**config.mk**
```make
export PLATFORM = sky130hd
export DESIGN_NAME = lane_align_inserter
export DESIGN_NICKNAME = d
export VERILOG_FILES = /design/src/rtl/lai_pkg.sv /design/src/rtl/lai_pos_tracker.sv /design/src/rtl/lai_prev_store.sv /design/src/rtl/lai_sub_decider.sv /design/src/rtl/lai_out_stage.sv /design/src/rtl/lane_align_inserter.sv
export SDC_FILE = /design/constraint.sdc
export NUM_CORES = 1
export LEC_CHECK = 0
export CAP_MARGIN = 30
export CORE_MARGIN = 3
export CORE_UTILIZATION = 36
export CTS_CLUSTER_SIZE = 12
export DETAILED_ROUTE_END_ITERATION = 8
export SYNTH_ARGS = -nofsm -noshare
export SYNTH_HDL_FRONTEND = slang
export SYNTH_SLANG_ARGS = --single-unit
```
**constraint.sdc**
```tcl
create_clock -name clk_i -period 2.05 [get_ports clk_i]
set_input_delay 0.205 -clock clk_i [delete_from_list [all_inputs] [get_ports clk_i]]
set_output_delay 0.205 -clock clk_i [all_outputs]
set_load 0.01 [all_outputs]
```
**src/rtl/lai_pkg.sv**
```systemverilog
package lai_pkg;
  localparam int unsigned OCT_W = 8;
  localparam logic [OCT_W-1:0] K_FRAME = 8'hFC; // K28.7
  localparam logic [OCT_W-1:0] K_MULTI = 8'h7C; // K28.3

  typedef struct packed {
    logic [OCT_W-1:0] data;
    logic             ctrl;
    logic             fend;
    logic             mfend;
  } lai_beat_t;
endpackage

```
**src/rtl/lai_pos_tracker.sv**
```systemverilog
module lai_pos_tracker #(
  parameter int unsigned FLEN_W = 4,
  parameter int unsigned MLEN_W = 5
) (
  input  logic              clk_i,
  input  logic              rst_ni,
  input  logic              adv_i,
  input  logic              sod_i,
  input  logic [FLEN_W-1:0] flen_m1_i,
  input  logic [MLEN_W-1:0] mlen_m1_i,
  output logic              fend_o,
  output logic              mfend_o
);
  logic [FLEN_W-1:0] oct_q, oct_cur;
  logic [MLEN_W-1:0] frm_q, frm_cur;

  // strobe forces this octet to position 0/0
  assign oct_cur = sod_i ? '0 : oct_q;
  assign frm_cur = sod_i ? '0 : frm_q;
  // >= keeps counters bounded if lengths shrink on the fly
  assign fend_o  = (oct_cur >= flen_m1_i);
  assign mfend_o = fend_o && (frm_cur >= mlen_m1_i);

  always_ff @(posedge clk_i or negedge rst_ni) begin
    if (!rst_ni) begin
      oct_q <= '0;
      frm_q <= '0;
    end else if (adv_i) begin
      if (fend_o) begin
        oct_q <= '0;
        frm_q <= mfend_o ? '0 : frm_cur + 1'b1;
      end else begin
        oct_q <= oct_cur + 1'b1;
        frm_q <= frm_cur;
      end
    end
  end
endmodule

```
**src/rtl/lai_prev_store.sv**
```systemverilog
module lai_prev_store
  import lai_pkg::*;
(
  input  logic             clk_i,
  input  logic             rst_ni,
  input  logic             wr_i,
  input  logic [OCT_W-1:0] data_i,
  output logic [OCT_W-1:0] prev_o,
  output logic             prev_vld_o
);
  always_ff @(posedge clk_i or negedge rst_ni) begin
    if (!rst_ni) begin
      prev_o     <= '0;
      prev_vld_o <= 1'b0;
    end else if (wr_i) begin
      prev_o     <= data_i; // raw input, never the K code
      prev_vld_o <= 1'b1;
    end
  end
endmodule

```
**src/rtl/lai_sub_decider.sv**
```systemverilog
module lai_sub_decider
  import lai_pkg::*;
(
  input  logic             scr_en_i,
  input  logic [OCT_W-1:0] data_i,
  input  logic             fend_i,
  input  logic             mfend_i,
  input  logic [OCT_W-1:0] prev_i,
  input  logic             prev_vld_i,
  output lai_beat_t        beat_o
);
  logic match_prev, use_f, use_a;

  assign match_prev = prev_vld_i && (data_i == prev_i);

  always_comb begin
    use_f = 1'b0;
    use_a = 1'b0;
    if (fend_i) begin
      if (scr_en_i) begin
        use_a = mfend_i && (data_i == K_MULTI);
        use_f = (data_i == K_FRAME);
      end else if (match_prev) begin
        use_a = mfend_i;
        use_f = !mfend_i;
      end
    end
  end

  always_comb begin
    beat_o.fend  = fend_i;
    beat_o.mfend = mfend_i;
    beat_o.ctrl  = use_f || use_a;
    beat_o.data  = use_a ? K_MULTI : (use_f ? K_FRAME : data_i);
  end
endmodule

```
**src/rtl/lai_out_stage.sv**
```systemverilog
module lai_out_stage
  import lai_pkg::*;
(
  input  logic      clk_i,
  input  logic      rst_ni,
  input  logic      in_valid_i,
  output logic      in_ready_o,
  input  lai_beat_t beat_i,
  output logic      out_valid_o,
  input  logic      out_ready_i,
  output lai_beat_t beat_o
);
  logic load;

  assign in_ready_o = !out_valid_o || out_ready_i;
  assign load       = in_valid_i && in_ready_o;

  always_ff @(posedge clk_i or negedge rst_ni) begin
    if (!rst_ni) begin
      out_valid_o <= 1'b0;
      beat_o      <= '0;
    end else if (load) begin
      out_valid_o <= 1'b1;
      beat_o      <= beat_i;
    end else if (out_ready_i) begin
      out_valid_o <= 1'b0;
    end
  end
endmodule

```
**src/rtl/lane_align_inserter.sv**
```systemverilog
module lane_align_inserter
  import lai_pkg::*;
#(
  parameter int unsigned FLEN_W = 4,
  parameter int unsigned MLEN_W = 5
) (
  input  logic              clk_i,
  input  logic              rst_ni,
  input  logic              scr_en_i,
  input  logic [FLEN_W-1:0] frame_len_m1_i,
  input  logic [MLEN_W-1:0] mf_len_m1_i,
  input  logic              sod_i,
  input  logic              in_valid_i,
  output logic              in_ready_o,
  input  logic [OCT_W-1:0]  in_data_i,
  output logic              out_valid_o,
  input  logic              out_ready_i,
  output logic [OCT_W-1:0]  out_data_o,
  output logic              out_ctrl_o
);
  logic             accept, fend, mfend, prev_vld;
  logic [OCT_W-1:0] prev;
  lai_beat_t        beat_d, beat_q;
  logic             out_fend, out_mfend;

  assign accept = in_valid_i && in_ready_o;

  lai_pos_tracker #(.FLEN_W(FLEN_W), .MLEN_W(MLEN_W)) i_pos (
    .clk_i(clk_i), .rst_ni(rst_ni), .adv_i(accept), .sod_i(sod_i),
    .flen_m1_i(frame_len_m1_i), .mlen_m1_i(mf_len_m1_i),
    .fend_o(fend), .mfend_o(mfend)
  );

  lai_prev_store i_prev (
    .clk_i(clk_i), .rst_ni(rst_ni), .wr_i(accept && fend),
    .data_i(in_data_i), .prev_o(prev), .prev_vld_o(prev_vld)
  );

  lai_sub_decider i_sub (
    .scr_en_i(scr_en_i), .data_i(in_data_i), .fend_i(fend), .mfend_i(mfend),
    .prev_i(prev), .prev_vld_i(prev_vld), .beat_o(beat_d)
  );

  lai_out_stage i_out (
    .clk_i(clk_i), .rst_ni(rst_ni), .in_valid_i(in_valid_i),
    .in_ready_o(in_ready_o), .beat_i(beat_d), .out_valid_o(out_valid_o),
    .out_ready_i(out_ready_i), .beat_o(beat_q)
  );

  assign out_data_o = beat_q.data;
  assign out_ctrl_o = beat_q.ctrl;
  assign out_fend   = beat_q.fend;
  assign out_mfend  = beat_q.mfend;
endmodule


```
==> results.md <==
- **number of levels the H-tree was split into** 1
- **worst slack at placement** -0.292 ns
- **final wirelength** 3.98 mm
- **Final Hold Viols** 0
- **largest net degree at the start of global routing** 29
- **share of the synthesized netlist area taken by xor and xnor gates** 4.13%
- **Seq cells post-synth** 28
- **Max Freq** 0.532 GHz
- **Yosys warning total** 0
- **cts bufs inserted** 3
- **final setup violation count** 0
- **Port Buffer Count** 33
- **Least-Margin Pin Slew** 0.559 ns
- **setup tns final** 0 ns
- **RSZ-0062 raised after global routing** false
- **endpoint class of the critical path** flip-flop
- **floorplan die height** 74.7 um
- **average footprint of a synthesized cell** 9.75 um2
- **leak pwr** 0.00101 uW
- **worst hold slack after final layout** 0.297 ns
- **Antenna diodes** 0
- **first-pass GRT wire length** 6.75 mm
- **global placer's final weighted congestion** 0.876
- **Max clock buf depth** 2
- **Root Driver** clkbuf_8
- **Syn Std Cell Area** 1700 um2
- **result of the run** finished, final reports clean
- **fraction of the mapped netlist area in compound gates** 14.8%
- **growth of design area from synthesis to finish** 35.1%
- **fraction of layout instances using a drive strength above 1** 21.8%
- **number of synthesized flops with an enable pin** 0
- **largest clock skew in the final design** 0.00413 ns
- **normalized max-slew margin** 62.6%
- **clock latency reported for the late side of the worst-skew pair** 0.28 ns
- **top cell type by total area after synthesis** dfrtp_1
- **element type at the critical path start** flip-flop
- **worst ir drop on vdd** 0.367 mV
- **min Tclk post-route** 1.88 ns
- **Mapped Nets** 206
- **Die X-Extent** 74.7 um
- **Cell Pwr Density** 796 nW/um2
- **WP data arrival** 2.05 ns
- **ports placed on the boundary** 34
- **fraction of registers with async set/reset** 100%
- **proportion of synthesized chip area in sequential cells** 41.3%
- **Cell Rows** 24
- **die area** 5570 um2
- **post-detailed-route count of antenna-violating nets** 0
- **library cells used by synthesis** 46
- **dominant combinational cell family by area after synthesis** simple AND/OR/NAND/NOR gates
- **DR vias/cell** 5.22
- **Min-Delay Path Class** in2async
- **initial drt markers** 63
- **fin crit share** 91.7%
- **number of clock sinks** 28
- **placed wire-length estimate after detailed placement** 3.01 mm
- **Post-synth top flop** dfrtp_1
- **global-route usage over all layers** 15.7%
- **final setup margin** 0.169 ns
- **fin util** 51.6%
- **data required time of the worst path** 2.22 ns
- **GRT Residual Overflow** 0
- **number of antenna violations at the first check in global routing** 0
- **Final Max Tran Viols** 0
- **DRC violation count after routing** 0
- **maximum fanout count along the critical path** 14
- **nets** 258
- **count of mapped cells out of synthesis** 174
- **vias** 1,447
- **Initial Utilization** 38.2%
- **total power draw** 1830 uW
- **top area cells in the synthesized netlist** dfrtp_1 (41%), ha_1 (6.6%), mux2_2 (5.3%)
- **Initial DRT Pass Iterations** 4
- **startpoint-to-endpoint class of the critical path** reg2reg
- **area fraction of the dominant cell type after synthesis** 41.3%
- **post-synthesis adder-cell area fraction** 6.64%
- **via count of the first global-routing pass** 1,466
- **CTS tree** yes
- **simple logic cell fraction of the synthesized area** 22.3%
- **post-detailed-route wirelength per cell** 14.4 um
- **number of violations of the max-capacitance limit** 0
- **mux cell area share after synthesis** 6.49%
- **clock slew seen by the registers of the worst setup and hold paths** 0.10 ns
- **number of hold-repair buffers added at the cts stage** 0
- **Core Region** 4440 um2
## power by group
group	switching [uW]	internal, uW
logic	273	384
registers	116	704
clock network	176	172
total	565	1260
## per-stage QoR
stage / instance area, um2 / std cells
2_1_floorplan: 1700 / 174
3_3_place_gp: 2200 / 273
3_5_place_dp: 2200 / 273
4_1_cts: 2250 / 277
5_1_grt: 2290 / 277
6_report: 2290 / 277
## flip-flops by register name, summed over array words and instances (netlist names)
| signal | count |
|---|---|
| i_out.beat_o | 9 |
| i_out.out_valid_o | 1 |
| i_pos.frm_q | 5 |
| i_pos.oct_q | 4 |
| i_prev.prev_o | 8 |
| i_prev.prev_vld_o | 1 |
## path summary, 6_finish.rpt
path,start,endpoint,slack [ns],cells after the start
setup / recovery,i_pos.oct_q[2],i_pos.frm_q[3],0.17,9
hold / removal,rst_ni,i_pos.oct_q[3],0.30,2
setup reg to reg,i_pos.oct_q[2],i_pos.frm_q[3],0.17,9
hold reg to reg,i_out.beat_o[2],i_out.beat_o[2],0.49,2
max in group asynchronous,rst_ni,i_prev.prev_o[0],1.47,2
min in group clk_i,i_out.beat_o[2],i_out.beat_o[2],0.49,2
## cell type report
type	count	area (um2)
clock buffer	4	55.1
fill	405	2150
inverter	8	30.0
multi-input combinational	132	958
sequential	28	701
tap	52	65.1
timing repair buffer	53	483
## timing repair
action                     4_1_cts  5_1_grt
resized for setup                0        9
setup endpoints to repair        0       22
buffers inserted                 0        1
## cell usage after synthesis, types with 3 or more instances
library cell,n
dfrtp_1,28
nand2_1,17
o21ai_0,15
nor2_1,13
ha_1,9
inv_1,8
mux2_2,8
xnor2_1,8
nand2b_1,6
nor2b_1,6
nand3_1,5
a21oi_1,4
clkbuf_1,3
nand4b_1,3
## cells by family (layout without fill, tap and decap cells)
kind of cell / Yosys count / in the layout
DFF: 28 / 28
and+or+nand+nor: 68 / 68
AOI/OAI and AO/OA: 37 / 37
adders and majority gates: 9 / 9
xor gates and xnor gates: 8 / 8
muxes: 10 / 10
buffers and inverters: 14 / 65
## metal layers
metal / global-route usage (%) / part of all wire [%] / vias to the layer above
li1: - / - / 713
met1: 22.3 / 49 / 689
met2: 24.2 / 45 / 40
met3: 2.54 / 5.0 / 5
met4: 5.73 / 1.1 / 0
met5: 0 / 0 / -
## cells in the final DEF, fill, tap and decap left out, drive strengths merged, types with 3 or more instances in the layout
cell	instances
dfrtp	28
nor2	13
mux2	8
buf	20
o21ai	16
nand3	5
nor2b	8
nand4b	3
xnor2	8
ha	9
clkbuf	4
nand2	17
nand2b	8
a21boi	3
clkdlybuf4s50	32
or2	3
a21oi	5
inv	8
## worst max-delay path, cell delays in order (launching register included)
cell	delay [ns]
dfrtp_1	0.42
nor2b_2	0.17
ha_1	0.26
o21a_1	0.16
nor2_1	0.10
a21oi_2	0.05
buf_4	0.20
nor4b_2	0.17
o21ai_0	0.17
nand2_1	0.06
No activity file was read; power rests on OpenSTA's default activity.
